`src/rtl/ee_pkg.sv`:
```
package ee_pkg;

    typedef enum logic [3:0] {
        S_IDLE, S_PREP, S_STAT_OP, S_STAT_IN, S_GAP_HI, S_GAP_LO,
        S_WREN, S_CMD, S_ADDR, S_DATA, S_STOP
    } ee_state_t;

    localparam logic [7:0] OPC_READ   = 8'h03;
    localparam logic [7:0] OPC_WRITE  = 8'h02;
    localparam logic [7:0] OPC_WREN   = 8'h06;
    localparam logic [7:0] OPC_STATUS = 8'h05;
    localparam logic [7:0] OPC_HIADDR = 8'h08;

    function automatic logic [15:0] byte_swap(input logic [15:0] w);
        return {w[7:0], w[15:8]};
    endfunction

    function automatic logic is_shift(input ee_state_t s);
        return s inside {S_STAT_OP, S_STAT_IN, S_WREN, S_CMD, S_ADDR, S_DATA};
    endfunction

endpackage

```
`src/rtl/ee_req_check.sv`:
```
module ee_req_check #(
    parameter int DEV_WORDS = 256,
    parameter int OFS_W     = 9
) (
    input  logic [OFS_W-1:0] offset,
    input  logic [OFS_W-1:0] count,
    output logic             bad
);
    localparam logic [OFS_W:0] LIMIT = (OFS_W+1)'(DEV_WORDS);

    logic [OFS_W:0] room;

    assign room = LIMIT - {1'b0, offset};
    assign bad  = (count == '0) || ({1'b0, offset} >= LIMIT) || ({1'b0, count} > room);
endmodule

```
`src/rtl/ee_bit_shifter.sv`:
```
module ee_bit_shifter #(
    parameter int HALF_CYC = 2
) (
    input  logic        clk,
    input  logic        rst_n,
    input  logic        start,
    input  logic [4:0]  nbits,
    input  logic [15:0] tx,
    input  logic        miso,
    output logic        sck,
    output logic        mosi,
    output logic        done,
    output logic [15:0] rx
);
    localparam int TW = (HALF_CYC > 1) ? $clog2(HALF_CYC) : 1;
    localparam logic [TW-1:0] T_LOAD = TW'(HALF_CYC - 1);

    logic          act, hi;
    logic [TW-1:0] tmr;
    logic [4:0]    left;
    logic [15:0]   sr;

    always_ff @(posedge clk or negedge rst_n) begin
        if (!rst_n) begin
            act  <= 1'b0;
            hi   <= 1'b0;
            tmr  <= '0;
            left <= '0;
            sr   <= '0;
            rx   <= '0;
            done <= 1'b0;
        end else begin
            done <= 1'b0;
            if (!act) begin
                if (start) begin
                    act  <= 1'b1;
                    hi   <= 1'b0;
                    tmr  <= T_LOAD;
                    left <= nbits;
                    sr   <= tx << (5'd16 - nbits);
                end
            end else if (tmr != '0) begin
                tmr <= tmr - 1'b1;
            end else if (!hi) begin
                hi  <= 1'b1;
                tmr <= T_LOAD;
            end else begin
                hi   <= 1'b0;
                tmr  <= T_LOAD;
                rx   <= {rx[14:0], miso};
                sr   <= {sr[14:0], 1'b0};
                left <= left - 1'b1;
                if (left == 5'd1) begin
                    act  <= 1'b0;
                    done <= 1'b1;
                end
            end
        end
    end

    assign sck  = act & hi;
    assign mosi = act & sr[15];
endmodule

```
`src/rtl/ee_word_master.sv`:
```
module ee_word_master
    import ee_pkg::*;
#(
    parameter int DEV_WORDS  = 256,
    parameter int ADDR_BITS  = 8,
    parameter int OP_BITS    = 8,
    parameter int PAGE_BYTES = 8,
    parameter int HALF_CYC   = 2,
    parameter int POLL_LIMIT = 6,
    parameter int OFS_W      = $clog2(DEV_WORDS) + 1
) (
    input  logic             clk,
    input  logic             rst_n,
    input  logic             req_valid,
    input  logic             req_write,
    input  logic [OFS_W-1:0] req_offset,
    input  logic [OFS_W-1:0] req_count,
    input  logic [15:0]      wr_data,
    output logic             wr_take,
    output logic [15:0]      rd_data,
    output logic             rd_valid,
    output logic             busy,
    output logic             done,
    output logic             err,
    output logic             ee_cs_n,
    output logic             ee_sck,
    output logic             ee_mosi,
    input  logic             ee_miso
);
    localparam int TW = (HALF_CYC > 1) ? $clog2(HALF_CYC) : 1;
    localparam int RW = $clog2(POLL_LIMIT + 1);
    localparam logic [TW-1:0]  T_LOAD  = TW'(HALF_CYC - 1);
    localparam logic [RW-1:0]  R_LAST  = RW'(POLL_LIMIT - 1);
    localparam logic [OFS_W:0] PG_MASK = (OFS_W+1)'(PAGE_BYTES - 1);
    localparam logic [4:0]     OP_NB   = 5'(OP_BITS);
    localparam logic [4:0]     AD_NB   = 5'(ADDR_BITS);

    ee_state_t        st, st_nx, ret_st, ret_nx;
    logic [TW-1:0]    tmr;
    logic [OFS_W-1:0] cur_off, left, nxt_off;
    logic [OFS_W:0]   byte_addr;
    logic [RW-1:0]    retry;
    logic             is_wr, fail, kick;
    logic             req_bad, sh_done, tmr_zero, page_end, hi_addr;
    logic [15:0]      sh_rx, sh_tx;
    logic [4:0]       sh_nb;

    ee_req_check #(.DEV_WORDS(DEV_WORDS), .OFS_W(OFS_W)) u_range (
        .offset(req_offset), .count(req_count), .bad(req_bad)
    );

    ee_bit_shifter #(.HALF_CYC(HALF_CYC)) u_shift (
        .clk(clk), .rst_n(rst_n), .start(kick), .nbits(sh_nb), .tx(sh_tx),
        .miso(ee_miso), .sck(ee_sck), .mosi(ee_mosi), .done(sh_done), .rx(sh_rx)
    );

    assign tmr_zero  = (tmr == '0);
    assign nxt_off   = cur_off + 1'b1;
    assign byte_addr = {cur_off, 1'b0};
    assign page_end  = (({nxt_off, 1'b0}) & PG_MASK) == '0;
    assign hi_addr   = (ADDR_BITS == 8) && (cur_off >= OFS_W'(128));

    // next state
    always_comb begin
        st_nx  = st;
        ret_nx = ret_st;
        unique case (st)
            S_IDLE:    if (req_valid && !req_bad) st_nx = S_PREP;
            S_PREP:    if (tmr_zero) st_nx = S_STAT_OP;
            S_STAT_OP: if (sh_done) st_nx = S_STAT_IN;
            S_STAT_IN: if (sh_done) begin
                if (!sh_rx[0]) begin
                    st_nx  = S_GAP_HI;
                    ret_nx = is_wr ? S_WREN : S_CMD;
                end else if (retry == R_LAST) begin
                    st_nx = S_STOP;
                end else begin
                    st_nx  = S_GAP_HI;
                    ret_nx = S_STAT_OP;
                end
            end
            S_GAP_HI:  if (tmr_zero) st_nx = S_GAP_LO;
            S_GAP_LO:  if (tmr_zero) st_nx = ret_st;
            S_WREN:    if (sh_done) begin
                st_nx  = S_GAP_HI;
                ret_nx = S_CMD;
            end
            S_CMD:     if (sh_done) st_nx = S_ADDR;
            S_ADDR:    if (sh_done) st_nx = S_DATA;
            S_DATA:    if (sh_done) begin
                if (left == OFS_W'(1)) begin
                    st_nx = S_STOP;
                end else if (is_wr && page_end) begin
                    st_nx  = S_GAP_HI;
                    ret_nx = S_PREP;
                end
            end
            S_STOP:    if (tmr_zero) st_nx = S_IDLE;
            default:   st_nx = S_IDLE;
        endcase
    end

    // state register
    always_ff @(posedge clk or negedge rst_n) begin
        if (!rst_n) begin
            st     <= S_IDLE;
            ret_st <= S_IDLE;
            kick   <= 1'b0;
        end else begin
            st     <= st_nx;
            ret_st <= ret_nx;
            kick   <= is_shift(st_nx) && ((st_nx != st) || sh_done);
        end
    end

    // datapath
    always_ff @(posedge clk or negedge rst_n) begin
        if (!rst_n) begin
            tmr      <= '0;
            cur_off  <= '0;
            left     <= '0;
            retry    <= '0;
            is_wr    <= 1'b0;
            fail     <= 1'b0;
            rd_data  <= '0;
            rd_valid <= 1'b0;
            done     <= 1'b0;
            err      <= 1'b0;
        end else begin
            rd_valid <= 1'b0;
            done     <= 1'b0;
            err      <= 1'b0;
            if (st_nx != st) tmr <= T_LOAD;
            else if (!tmr_zero) tmr <= tmr - 1'b1;
            unique case (st)
                S_IDLE: if (req_valid) begin
                    if (req_bad) begin
                        done <= 1'b1;
                        err  <= 1'b1;
                    end else begin
                        is_wr   <= req_write;
                        cur_off <= req_offset;
                        left    <= req_count;
                        retry   <= '0;
                        fail    <= 1'b0;
                    end
                end
                S_STAT_IN: if (sh_done) begin
                    if (sh_rx[0]) begin
                        retry <= retry + 1'b1;
                        if (retry == R_LAST) fail <= 1'b1;
                    end else begin
                        retry <= '0;
                    end
                end
                S_DATA: if (sh_done) begin
                    cur_off <= nxt_off;
                    left    <= left - 1'b1;
                    if (!is_wr) begin
                        rd_valid <= 1'b1;
                        rd_data  <= byte_swap(sh_rx);
                    end
                end
                S_STOP: if (tmr_zero) begin
                    done <= 1'b1;
                    err  <= fail;
                end
                default: ;
            endcase
        end
    end

    // outputs
    always_comb begin
        ee_cs_n = 1'b0;
        sh_tx   = '0;
        sh_nb   = 5'd8;
        unique case (st)
            S_IDLE, S_GAP_HI, S_STOP: ee_cs_n = 1'b1;
            S_STAT_OP: begin
                sh_tx = {8'h00, OPC_STATUS};
                sh_nb = OP_NB;
            end
            S_WREN: begin
                sh_tx = {8'h00, OPC_WREN};
                sh_nb = OP_NB;
            end
            S_CMD: begin
                sh_tx = {8'h00, (is_wr ? OPC_WRITE : OPC_READ) | (hi_addr ? OPC_HIADDR : 8'h00)};
                sh_nb = OP_NB;
            end
            S_ADDR: begin
                sh_tx = 16'(byte_addr);
                sh_nb = AD_NB;
            end
            S_DATA: begin
                sh_tx = is_wr ? byte_swap(wr_data) : 16'h0000;
                sh_nb = 5'd16;
            end
            default: ;
        endcase
    end

    assign busy    = (st != S_IDLE);
    assign wr_take = kick && (st == S_DATA) && is_wr;
endmodule

```
`config.mk`:
```
export PLATFORM = sky130hd
export DESIGN_NAME = ee_word_master
export DESIGN_NICKNAME = d
export VERILOG_FILES = /design/src/rtl/ee_pkg.sv /design/src/rtl/ee_req_check.sv /design/src/rtl/ee_bit_shifter.sv /design/src/rtl/ee_word_master.sv
export SDC_FILE = /design/constraint.sdc
export NUM_CORES = 1
export LEC_CHECK = 0
export BUFFER_PORTS_ARGS = -buffer_cell sky130_fd_sc_hd__buf_2
export CAP_MARGIN = 10
export CORE_MARGIN = 2
export CORE_UTILIZATION = 51
export DETAILED_ROUTE_END_ITERATION = 12
export PLACE_DENSITY = 0.71
export SYNTH_ARGS = -nofsm -noshare
export SYNTH_HDL_FRONTEND = slang
export SYNTH_SLANG_ARGS = --single-unit
```
`constraint.sdc`:
```
create_clock -name clk -period 4.6 [get_ports clk]
set_clock_uncertainty 0.2 [all_clocks]
set_input_delay 0.69 -clock clk [delete_from_list [all_inputs] [get_ports clk]]
set_output_delay 0.69 -clock clk [all_outputs]
set_load 0.005 [all_outputs]
```
; Yosys cells after proc, flatten, opt, wreduce, memory -nomap -nowiden
; Cells that the tools add are included.
[word_totals]
ff_bits = 93
elab_cells = 183
[op_classes]
add_sub_neg = 8
magnitude_cmp = 3
n_eq_ne = 32
n_shift = 1
muxes = 85
bitwise = 6
reduce_logical = 28
[op_table]
columns = cell, n
row1 = $mux W4, 23
row2 = $mux W16, 5
row3 = $pmux W16 S5, 1
row4 = $mux W9, 6
row5 = $pmux W4 S11, 1
row6 = $pmux W9 S2, 2
row7 = $mux W1, 33
row8 = $mux W5, 5
row9 = $eq A4 B3 Y1 const B, 6
row10 = $eq A4 B4 Y1 const B, 5
row11 = $eq A4 B2 Y1 const B, 4
row12 = $shl A16 B5 Y16, 1
row13 = $ne A2 B2 Y1 const B, 7
row14 = $mux W3, 4
row15 = $pmux W4 S3, 1
row16 = $reduce_and A3 Y1, 4
row17 = $gt A9 B10 Y1, 1
row18 = $logic_not A10 Y1, 1
row19 = $sub A9 B9 Y10 const A, 1
row20 = $add A9 B1 Y9 const B, 1
row21 = $eq A9 B1 Y1 const B, 1
row22 = $ge A9 B8 Y1 const B, 1
row23 = $ge A9 B9 Y1 const B, 1
row24 = $logic_not A9 Y1, 1
row25 = 29 further kinds, 47

; Depth between registers and ports, before layout
; Gate-level depths: netlist (run 1).
[depth]
depth_word = 10
ltp_mapped = 14

; Cells and area by module
; A second synthesis (run 1) with hierarchy kept.
[unflattened]
hier_cells = 647
area_unflattened_um2 = 6038.3
[modules_own_cells]
columns = mod, n_inst, cells_per_inst, area_each_um2
row1 = ee_word_master, 1, 364, 3064.2
row2 = ee_bit_shifter, 1, 228, 2553.7
row3 = ee_req_check, 1, 55, 420.4

; Worst setup path after synthesis (run 1)
; OpenSTA, ideal clock, no wires.
[synth_path]
path_kind = input to register
from = input req_offset[4]
to = register cur_off[2]
setup_ns = 0.121
t_arrival_ns = 3.271
required_ns = 4.279
slack_ns = 1.008
cell_stages = 10
n_path_buf = 1
path_cell_list = or4_4 nor4_1 xor2_1 ha_1 a21o_1 a211oi_1 o211a_4 a21oi_4 buf_6 o22a_1
[synth_via]
elab_chain_cells = 5
elab_cells_between_ends = 7
cone_classes = add/sub (1) / order compare (2) / eq/ne (1) / reduce/logical (3)
[synth_lines]
columns = item, line
row1 = from (decl), ee_word_master.sv:16  ; input logic [OFS_W-1:0] req_offset,
row2 = $sub A9 B9 Y10 / $ge A9 B9 Y1 (equally long branches), "ee_req_check.sv:13, ee_req_check.sv:14"
row3 = $gt A9 B10 Y1 / $logic_or A1 B1 Y1 (equally long branches), ee_req_check.sv:14  ; assign bad = (count == '0) || ({1'b0, offset} >= LIMIT) || ({1'b0, count} > room);
row4 = $logic_or A1 B1 Y1 (*), ee_req_check.sv:14
row5 = $ne A2 B2 Y1 (no line) (*), n/a
row6 = $reduce_and A4 Y1 (no line) (*), n/a
row7 = to (signal assigned), ee_word_master.sv:142  ; cur_off <= req_offset;
row8 = to (signal assigned), ee_word_master.sv:157  ; cur_off <= nxt_off;
row9 = to (decl), ee_word_master.sv:40  ; logic [OFS_W-1:0] cur_off, left, nxt_off;
; Mark *: on every way between the ends. The rest lies on a longest branch, timed or not.
; A chain may end at the register's enable or synchronous reset.

; Final worst setup path (run 1)
[layout_path]
from = input req_offset[4]
to = register cur_off[3]
; The elaborated chain is that of the path after synthesis.

==> results of run 1 <==
-- final cells by class --
class	count	area, um2
flip-flops and latches	92	2300
multi-input cells	436	2710
well taps	136	170
fillers	936	4360
clock buffers	9	124
inverters	27	101
repair buffers	67	350
clock inverters	7	67.6
-- per-stage QoR --
step / instances / total power, uW / utilization
finish: 774 / 3060 / 0.572
global route: 774 / 3320 / 0.572
CTS: 774 / 3070 / 0.572
detailed placement: 758 / 2530 / 0.554
global placement: 758 / 2480 / 0.554
floorplan: 587 / 2190 / -
-- Yosys cell counts, types with 3 or more instances --
master    count
xor2_1        7
a22o_1        3
inv_1        27
dfrtp_1      92
a22oi_1       6
nand2b_1      6
a211oi_1      7
nand3_1      19
buf_6         3
o2bb2a_1      3
nand2_1      94
mux2i_1       4
and2_1        4
o22ai_1       7
or3_1         4
nor4_1        9
nor2b_1       8
nor3_1       12
o21ai_0      36
a21o_1        6
o22a_1        7
a21oi_1      37
o211ai_1      3
nor2_1       48
clkbuf_1     21
mux2_2       17
ha_1         20
and3_1       10
a41oi_1       3
o31ai_1       5
a31oi_1      13
a221o_1       6
buf_2         4
-- cell families after synthesis --
logic type	Yosys count	share of synthesized area
compound gates	160	0.208
simple gates	226	0.201
xor+xnor	9	0.0150
mux	21	0.0439
fa+ha+maj	20	0.0475
flops	92	0.437
buf+inv	59	0.0486
-- sequential cells by signal (all words and copies together), names as in the netlist --
register	flops
cur_off	9
u_shift.left	5
u_shift.hi	1
rd_valid	1
st	4
is_wr	1
fail	1
tmr	1
rd_data	16
retry	3
u_shift.tmr	1
u_shift.sr	16
u_shift.done	1
u_shift.act	1
ret_st	3
err	1
done	1
left	9
u_shift.rx	16
kick	1
-- path summary, 6_finish.rpt --
check / slack [ns] / start / to
worst min-delay path: 0.19 / rst_n / u_shift.sr[14]$_DFFE_PN0P_
worst max register to register: 1.76 / st[0]$_DFF_PN0_ / left[1]$_DFFE_PN0P_
worst max-delay path: 0.97 / req_offset[4] / cur_off[3]$_DFFE_PN0P_
worst min register to register: 0.29 / u_shift.sr[14]$_DFFE_PN0P_ / u_shift.sr[14]$_DFFE_PN0P_
max in group asynchronous: 3.09 / rst_n / rd_data[1]$_DFFE_PN0P_
min in group clk: 0.29 / u_shift.sr[14]$_DFFE_PN0P_ / u_shift.sr[14]$_DFFE_PN0P_
-- power by group --
group	switching (uW)	leakage, uW	internal (uW)
logic	649	0.00157	474
registers	342	0.00118	1070
clock network	317	0.0000993	211
total	1310	0.00285	1750
-- routing by layer --
layer	part of all wire	wire, um	up-vias	track usage
met4	0.013	157	0	0.0639
met5	0	0	-	0
met1	0.49	6050	2196	0.339
met3	0.050	617	16	0.0365
li1	-	-	2179	-
met2	0.45	5570	124	0.347
==> impl_metrics.tcl, run 1 <==
set metrics [dict create \
    routed_wl_um 12400 \
    yosysWarnings 0 \
    core_um2 10200 \
    grt_pass1_vias 4325 \
    drcViolationCount 0 \
    yosys.area.top_type "dfrtp_1" \
    final_max_slew_viol_count 0 \
    fp-row-count 37 \
    syn_nets 646 \
    hp-class "input pin to async pin" \
    drt_pass1_iterations 5 \
    ios 63 \
    drtAntennaViolNets 0 \
    clockBufferDepth 2 \
    synth_area_um2 5270 \
    grt_max_degree 63 \
    via_per_inst 5.83 \
    initial_core_util 0.518 \
    cts_buffers 9 \
    first_iter_violations 357 \
    place.port_buffers 62 \
    placed_cell_area_um2 5640 \
    path_depth 12 \
    critPathCaptureType "flip-flop" \
    path_common_cell "ha_1" \
    cts-resized-gates 0 \
    cts_num_sinks 92 \
    via_count 4515 \
    clock_latency_ns 0.36 \
    grt_overflow 0 \
    die_w_um 106 \
    antenna_found_initial 0 \
    status "completed" \
    final_cell_mix "94 x nand2_1, 92 x dfrtp_1, 61 x buf_2, 48 x nor2_1, 37 x a21oi_1" \
    ir_worst_vdd_uv 306 \
    wire_per_inst_um 16.0 \
    final_common_cell "nand2_1" \
    grt_pass1_wl_um 20800 \
    synth_edf_count 0 \
    power_density_nw_per_um2 525 \
    p_leak_uw 0.00285 \
    cts_tree "done" \
    synthCells 587 \
    ys_seq_area_frac 0.437 \
    synth_top_cell_area_share 0.437 \
    cts.reportedPaths.clkPinSlew_ns 0.11 \
    finalHoldViolCount 0 \
    ys_types 62 \
    fin_crit_sh 0.790 \
    drv_cap 0 \
    fin_hold_ws_ns 0.194 \
    worst_setup_path_start_kind "input pin" \
    areaGrowthSynthToFinish_pct 10.6 \
    die_area_um2 11200 \
    crit_required_ns 4.65 \
    timing.critical_path.buf_inv 2 \
    finalWorstSetupSlack_ns 0.967 \
    finalNetCount 692 \
    yosys-top-cells-area "dfrtp_1 44%, nand2_1 6.7%, ha_1 4.7%, mux2_2 3.6%, a21oi_1 3.5%" \
    arrival_ns 3.68 \
    critPathTopFamily "simple AND/OR/NAND/NOR gates" \
    crit_slowest_cell "o211ai_4" \
    slew_headroom 0.410 \
    ys.flop_type "dfrtp_1" \
    routabilityCongestion 0.880 \
    rsz0062_at_grt "no" \
    pre_cts_ws_ns 0.622 \
    dpl.hpwl_um 8980 \
    n_antenna_cell 0 \
    crit_fanout 21 \
    slowest_delay_ns 0.58 \
    drive_gt1_frac 0.177 \
    cts_max_level 3 \
    setup_viol 0 \
    root_buffer "clkbuf_8" \
    fmax_mhz 275 \
    cts_hold_buffers 0 \
    synth-seq-cells 92 \
    worstSetupPathType "input pin to flip-flop" \
    final_area_um2 5830 \
    die_y_um 106 \
    finalCriticalPeriod_ns 3.63 \
    grt_use_total 0.229 \
    avgSynthCellArea_um2 8.98 \
    synth_async_sr_flop_share 1.00 \
    r2r_cells 5 \
    fin_setup_tns_ns 0 \
    cts_setup_buffers 0 \
    worst_pin_slew_ns 0.885 \
    crit_chain "buf_2, or4_4, nor4_4, ha_1, inv_1, ha_1, and3_1, nand4_1, nand3_1, o211ai_4, a21oi_1, o2bb2a_1" \
]
(Power assumes the default switching activity.)
==> inputs of run 2 (changes only) <==
==> constraint.sdc (replaced) <==
create_clock -name clk -period 3.8 [get_ports clk]
set_clock_uncertainty 0.2 [all_clocks]
set_input_delay 0.57 -clock clk [delete_from_list [all_inputs] [get_ports clk]]
set_output_delay 0.57 -clock clk [all_outputs]
set_load 0.005 [all_outputs]
==> impl_metrics.tcl, run 2 (same netlist as run 1, synthesis figures left out) <==
set metrics [dict create \
    fin_setup_tns_ns 0 \
    finalHoldViolCount 0 \
    grt_overflow 0 \
    areaGrowthSynthToFinish_pct 12.9 \
    die_w_um 106 \
    place.port_buffers 62 \
    core_um2 10200 \
    rsz0062_at_grt "no" \
    drive_gt1_frac 0.183 \
    critPathCaptureType "flip-flop" \
    power_density_nw_per_um2 656 \
    worstSetupPathType "input pin to flip-flop" \
    dpl.hpwl_um 8990 \
    die_y_um 106 \
    crit_end "left[7]$_DFFE_PN0P_" \
    cp-startpoint "req_offset[4]" \
    finalCriticalPeriod_ns 3.30 \
    reg2reg_from "st[3]$_DFF_PN0_" \
    status "completed" \
    p_leak_uw 0.00291 \
    ir_worst_vdd_uv 320 \
    cts_buffers 9 \
    antenna_found_initial 0 \
    cts_tree "done" \
    final_common_cell "nand2_1" \
    ios 63 \
    reg2reg_to "rd_data[0]$_DFFE_PN0P_" \
    drt_pass1_iterations 5 \
    cts.reportedPaths.clkPinSlew_ns 0.09 \
    die_area_um2 11200 \
    cts_setup_buffers 0 \
    crit_slowest_cell "or4_4" \
    final_cell_mix "94 x nand2_1, 92 x dfrtp_1, 61 x buf_2, 48 x nor2_1, 37 x a21oi_1" \
    root_buffer "clkbuf_8" \
    reg_top3 "rd_data (16), u_shift.rx (16), u_shift.sr (16)" \
    fmax_mhz 303 \
    initial_core_util 0.518 \
    fin_crit_sh 0.868 \
    final_max_slew_viol_count 0 \
    post-route-util 0.584 \
    cts_max_level 3 \
    routed_wl_um 12500 \
    crit_fanout 13 \
    finalNetCount 698 \
    crit_chain "buf_2, or4_4, nor4_4, ha_1, inv_1, ha_1, and3_1, nand4_1, nand3_1, o211a_4, a21oi_4, o22a_1" \
    hold_start "req_write" \
    first_iter_violations 364 \
    worst_pin_slew_ns 0.873 \
    drv_cap 0 \
    grt_pass1_vias 4311 \
    crit_required_ns 3.89 \
    cts_num_sinks 92 \
    power_uw 3910 \
    clockBufferDepth 2 \
    drtAntennaViolNets 0 \
    routabilityCongestion 0.882 \
    drcViolationCount 0 \
    n_fill_cell 895 \
    fp-row-count 37 \
    n_antenna_cell 0 \
    slew_headroom 0.416 \
    setup_viol 0 \
    wire_per_inst_um 16.1 \
    r2r_cells 6 \
    hp-class "input pin to flip-flop" \
    path_common_cell "ha_1" \
    r2r_slack_ns 0.84 \
    via_count 4612 \
    dp_cells 763 \
    slowest_delay_ns 0.56 \
    grt_use_total 0.233 \
    clock_latency_ns 0.36 \
    grt_pass1_wl_um 21200 \
    grt_max_degree 36 \
    worst_setup_path_start_kind "input pin" \
    arrival_ns 3.39 \
    via_per_inst 5.91 \
    stdcell_count 780 \
]
-- run 2: cell types whose count changed in the layout (fill, tap and decap cells not counted), sizes merged --
| cell | previous run | this run |
|---|---|---|
| clkinv | 3 | 1 |
| dlygate4sd3 | 0 | 1 |
| buf | 67 | 72 |
| inv | 31 | 29 |
| clkbuf | 9 | 10 |
| bufinv | 0 | 3 |
-- run 2: repair_timing --
action,CTS,global route
hold buffers,1,0
hold endpoints to repair,33,0
resized for setup,0,0
-- run 2: how the worst min path moves through the flow --
stage,to,cells past startpoint,slack (ns)
floorplan,cur_off[0]$_DFFE_PN0P_,0,0.07
global placement,u_shift.rx[15]$_DFFE_PN0P_,2,0.26
detailed placement,u_shift.sr[8]$_DFFE_PN0P_,2,0.27
CTS,is_wr$_DFFE_PN0P_,3,0.19
global route,is_wr$_DFFE_PN0P_,3,0.20
finish,is_wr$_DFFE_PN0P_,3,0.20
-- run 2: final cells by class --
cell class,instances,area [um2],area share
multi-input combinational,436,2710,0.456
tap,136,170,0.0286
clock buffer,10,138,0.0231
timing repair buffer,73,410,0.0690
sequential,92,2300,0.387
inverter,27,101,0.0170
clock inverter,6,116,0.0196
-- run 2: power by group --
group	internal [uW]	switching, uW	total, uW
combinational	595	828	1420
clock	461	362	823
sequential	1300	364	1660
-- run 2: per-layer routing --
metal / vias up / global-route usage / part of all wire
li1: 2195 / - / -
met4: 0 / 0.0498 / 0.0081
met1: 2257 / 0.341 / 0.47
met3: 11 / 0.0519 / 0.061
met5: - / 0 / 0
met2: 149 / 0.356 / 0.46
-- run 2: critical path: cells and delay by family --
family          cells  cell delay (ns)
buf+inv             2             0.18
simple gates        5             1.18
compound gates      3             0.89
fa+ha+maj           2             0.55
-- run 2: through the flow --
stage	hold WS [ns]	instance area (um2)	worst slack (ns)
floorplan	0.0744	5270	0.328
global placement	0.259	5690	0.256
detailed placement	0.269	5690	0.163
CTS	0.190	5950	0.518
global route	0.202	5950	0.347
finish	0.201	5950	0.501
==> inputs of run 3 (changes only) <==
==> constraint.sdc (replaced) <==
create_clock -name clk -period 3.3 [get_ports clk]
set_clock_uncertainty 0.2 [all_clocks]
set_input_delay 0.495 -clock clk [delete_from_list [all_inputs] [get_ports clk]]
set_output_delay 0.495 -clock clk [all_outputs]
set_load 0.005 [all_outputs]
==> impl_metrics.tcl, run 3 (same netlist as run 1, synthesis figures left out) <==
set metrics [dict create \
    pwr-share-clk 0.190 \
    rsz0062_at_grt "no" \
    post-route-util 0.598 \
    crit_end "cur_off[7]$_DFFE_PN0P_" \
    wire_per_inst_um 15.8 \
    worst_setup_path_start_kind "input pin" \
    grt.met3_usage 0.0408 \
    r2r_slack_ns 0.72 \
    cts_max_level 3 \
    reg_top3 "rd_data (16), u_shift.rx (16), u_shift.sr (16)" \
    fin_crit_sh 0.940 \
    finalNetCount 716 \
    initial_core_util 0.518 \
    drt_pass1_iterations 7 \
    n_antenna_cell 0 \
    ir_worst_vdd_uv 570 \
    final_cell_mix "94 x nand2_1, 92 x dfrtp_1, 61 x buf_2, 48 x nor2_1, 37 x a21oi_1" \
    cts.reportedPaths.clkPinSlew_ns 0.09 \
    final_max_slew_viol_count 0 \
    clockBufferDepth 2 \
    routabilityCongestion 0.913 \
    root_buffer "clkbuf_8" \
    via_per_inst 5.72 \
    grt.met2_usage 0.371 \
    cts_tree "done" \
    die_area_um2 11200 \
    core_um2 10200 \
    finalWorstSetupSlack_ns 0.200 \
    r2r_cells 6 \
    grt_overflow 0 \
    place.port_buffers 62 \
    worst_pin_slew_ns 0.681 \
    fin_setup_tns_ns 0 \
    busiest_layer "met2" \
    antenna_found_initial 0 \
    die_w_um 106 \
    drv_cap 0 \
    setup_viol 0 \
    via_count 4567 \
    crit_required_ns 3.36 \
    grt_max_degree 84 \
    fmax_mhz 323 \
    p_comb_frac 0.380 \
    areaGrowthSynthToFinish_pct 15.5 \
    final_area_um2 6090 \
    finalCriticalPeriod_ns 3.10 \
    drtAntennaViolNets 0 \
    switching_power_uw 1820 \
    reg2reg_from "st[3]$_DFF_PN0_" \
    seqPwrFrac 0.430 \
    use_met1 0.341 \
    fp-row-count 37 \
    pre_cts_ws_ns -0.221 \
    dpl.hpwl_um 9340 \
    clock_latency_ns 0.37 \
    final_common_cell "nand2_1" \
    drcViolationCount 0 \
    finalHoldViolCount 0 \
    drive_gt1_frac 0.208 \
    hp-class "input pin to flip-flop" \
    slew_headroom 0.546 \
    first_iter_violations 331 \
    dp_cells 781 \
    worstSetupPathType "input pin to flip-flop" \
    status "completed" \
    cts_num_sinks 92 \
    crit_fanout 12 \
    n_fill_cell 918 \
    grt_use_total 0.238 \
    reg2reg_to "left[1]$_DFFE_PN0P_" \
    power_switching_share 0.407 \
    cp-startpoint "req_offset[4]" \
    placed_cell_area_um2 5850 \
    arrival_ns 3.16 \
    p_leak_uw 0.00300 \
    ios 63 \
    routed_wl_um 12600 \
    grt_pass1_vias 4353 \
    critPathCaptureType "flip-flop" \
    cts_buffers 9 \
    grt_pass1_wl_um 21400 \
    internal_power_uw 2650 \
    power_density_nw_per_um2 734 \
    die_y_um 106 \
    stdcell_count 798 \
]
## run 3: what timing repair did
item	CTS	global route
setup endpoints to repair	0	1
resized for setup	0	1
hold endpoints to repair	9	0
hold buffers	1	0
buffers inserted	0	0
## run 3: worst min-delay path by stage
stage | from | endpoint | slack (ns) | cells past startpoint
2_1_floorplan | rst_n | cur_off[0]$_DFFE_PN0P_ | -0.0006 | 0
3_3_place_gp | rst_n | u_shift.sr[14]$_DFFE_PN0P_ | 0.13 | 1
5_1_grt | ee_miso | u_shift.rx[0]$_DFFE_PN0P_ | 0.13 | 3
3_5_place_dp | rst_n | u_shift.sr[14]$_DFFE_PN0P_ | 0.14 | 1
6_report | req_write | is_wr$_DFFE_PN0P_ | 0.13 | 3
4_1_cts | req_write | is_wr$_DFFE_PN0P_ | 0.12 | 3
## run 3: final cells by class
cell class / instances / area [um2] / share of cell area
Inverter: 27 / 101 / 0.0166
Clock inverter: 7 / 98.8 / 0.0162
Multi-Input combinational cell: 436 / 2720 / 0.447
Tap cell: 136 / 170 / 0.0279
Timing Repair Buffer: 91 / 571 / 0.0937
Sequential cell: 92 / 2300 / 0.378
Clock buffer: 9 / 124 / 0.0203
## run 3: worst max-delay path, cell delays in order
cell and delay (ns):
buf_2 0.11, or4_4 0.56, nor4_4 0.17, ha_1 0.27
inv_1 0.06, ha_1 0.26, and3_1 0.17, nand4_1 0.09
nand3_1 0.20, o211ai_4 0.26, buf_12 0.16, a21oi_1 0.06
o2bb2a_1 0.29
## run 3: stage by stage
step / power, uW / hold WS, ns
CTS: 4470 / 0.115
finish: 4470 / 0.129
global placement: 3530 / 0.133
detailed placement: 3610 / 0.136
floorplan: 3060 / -0.000591
global route: 4820 / 0.134
## run 3: per-layer routing
layer  up-vias  part of all wire
met1      2168              0.46
met2       135              0.47
met3        19             0.056
met4         0             0.017
met5         -                 0
li1       2245                 -
## run 3: power by group through the flow
stage	combinational [uW]	clock [uW]	sequential [uW]
finish	1700	847	1920
global route	1920	913	1980
CTS	1690	870	1910
detailed placement	1680	0	1930
global placement	1610	0	1920
floorplan	1320	0	1740
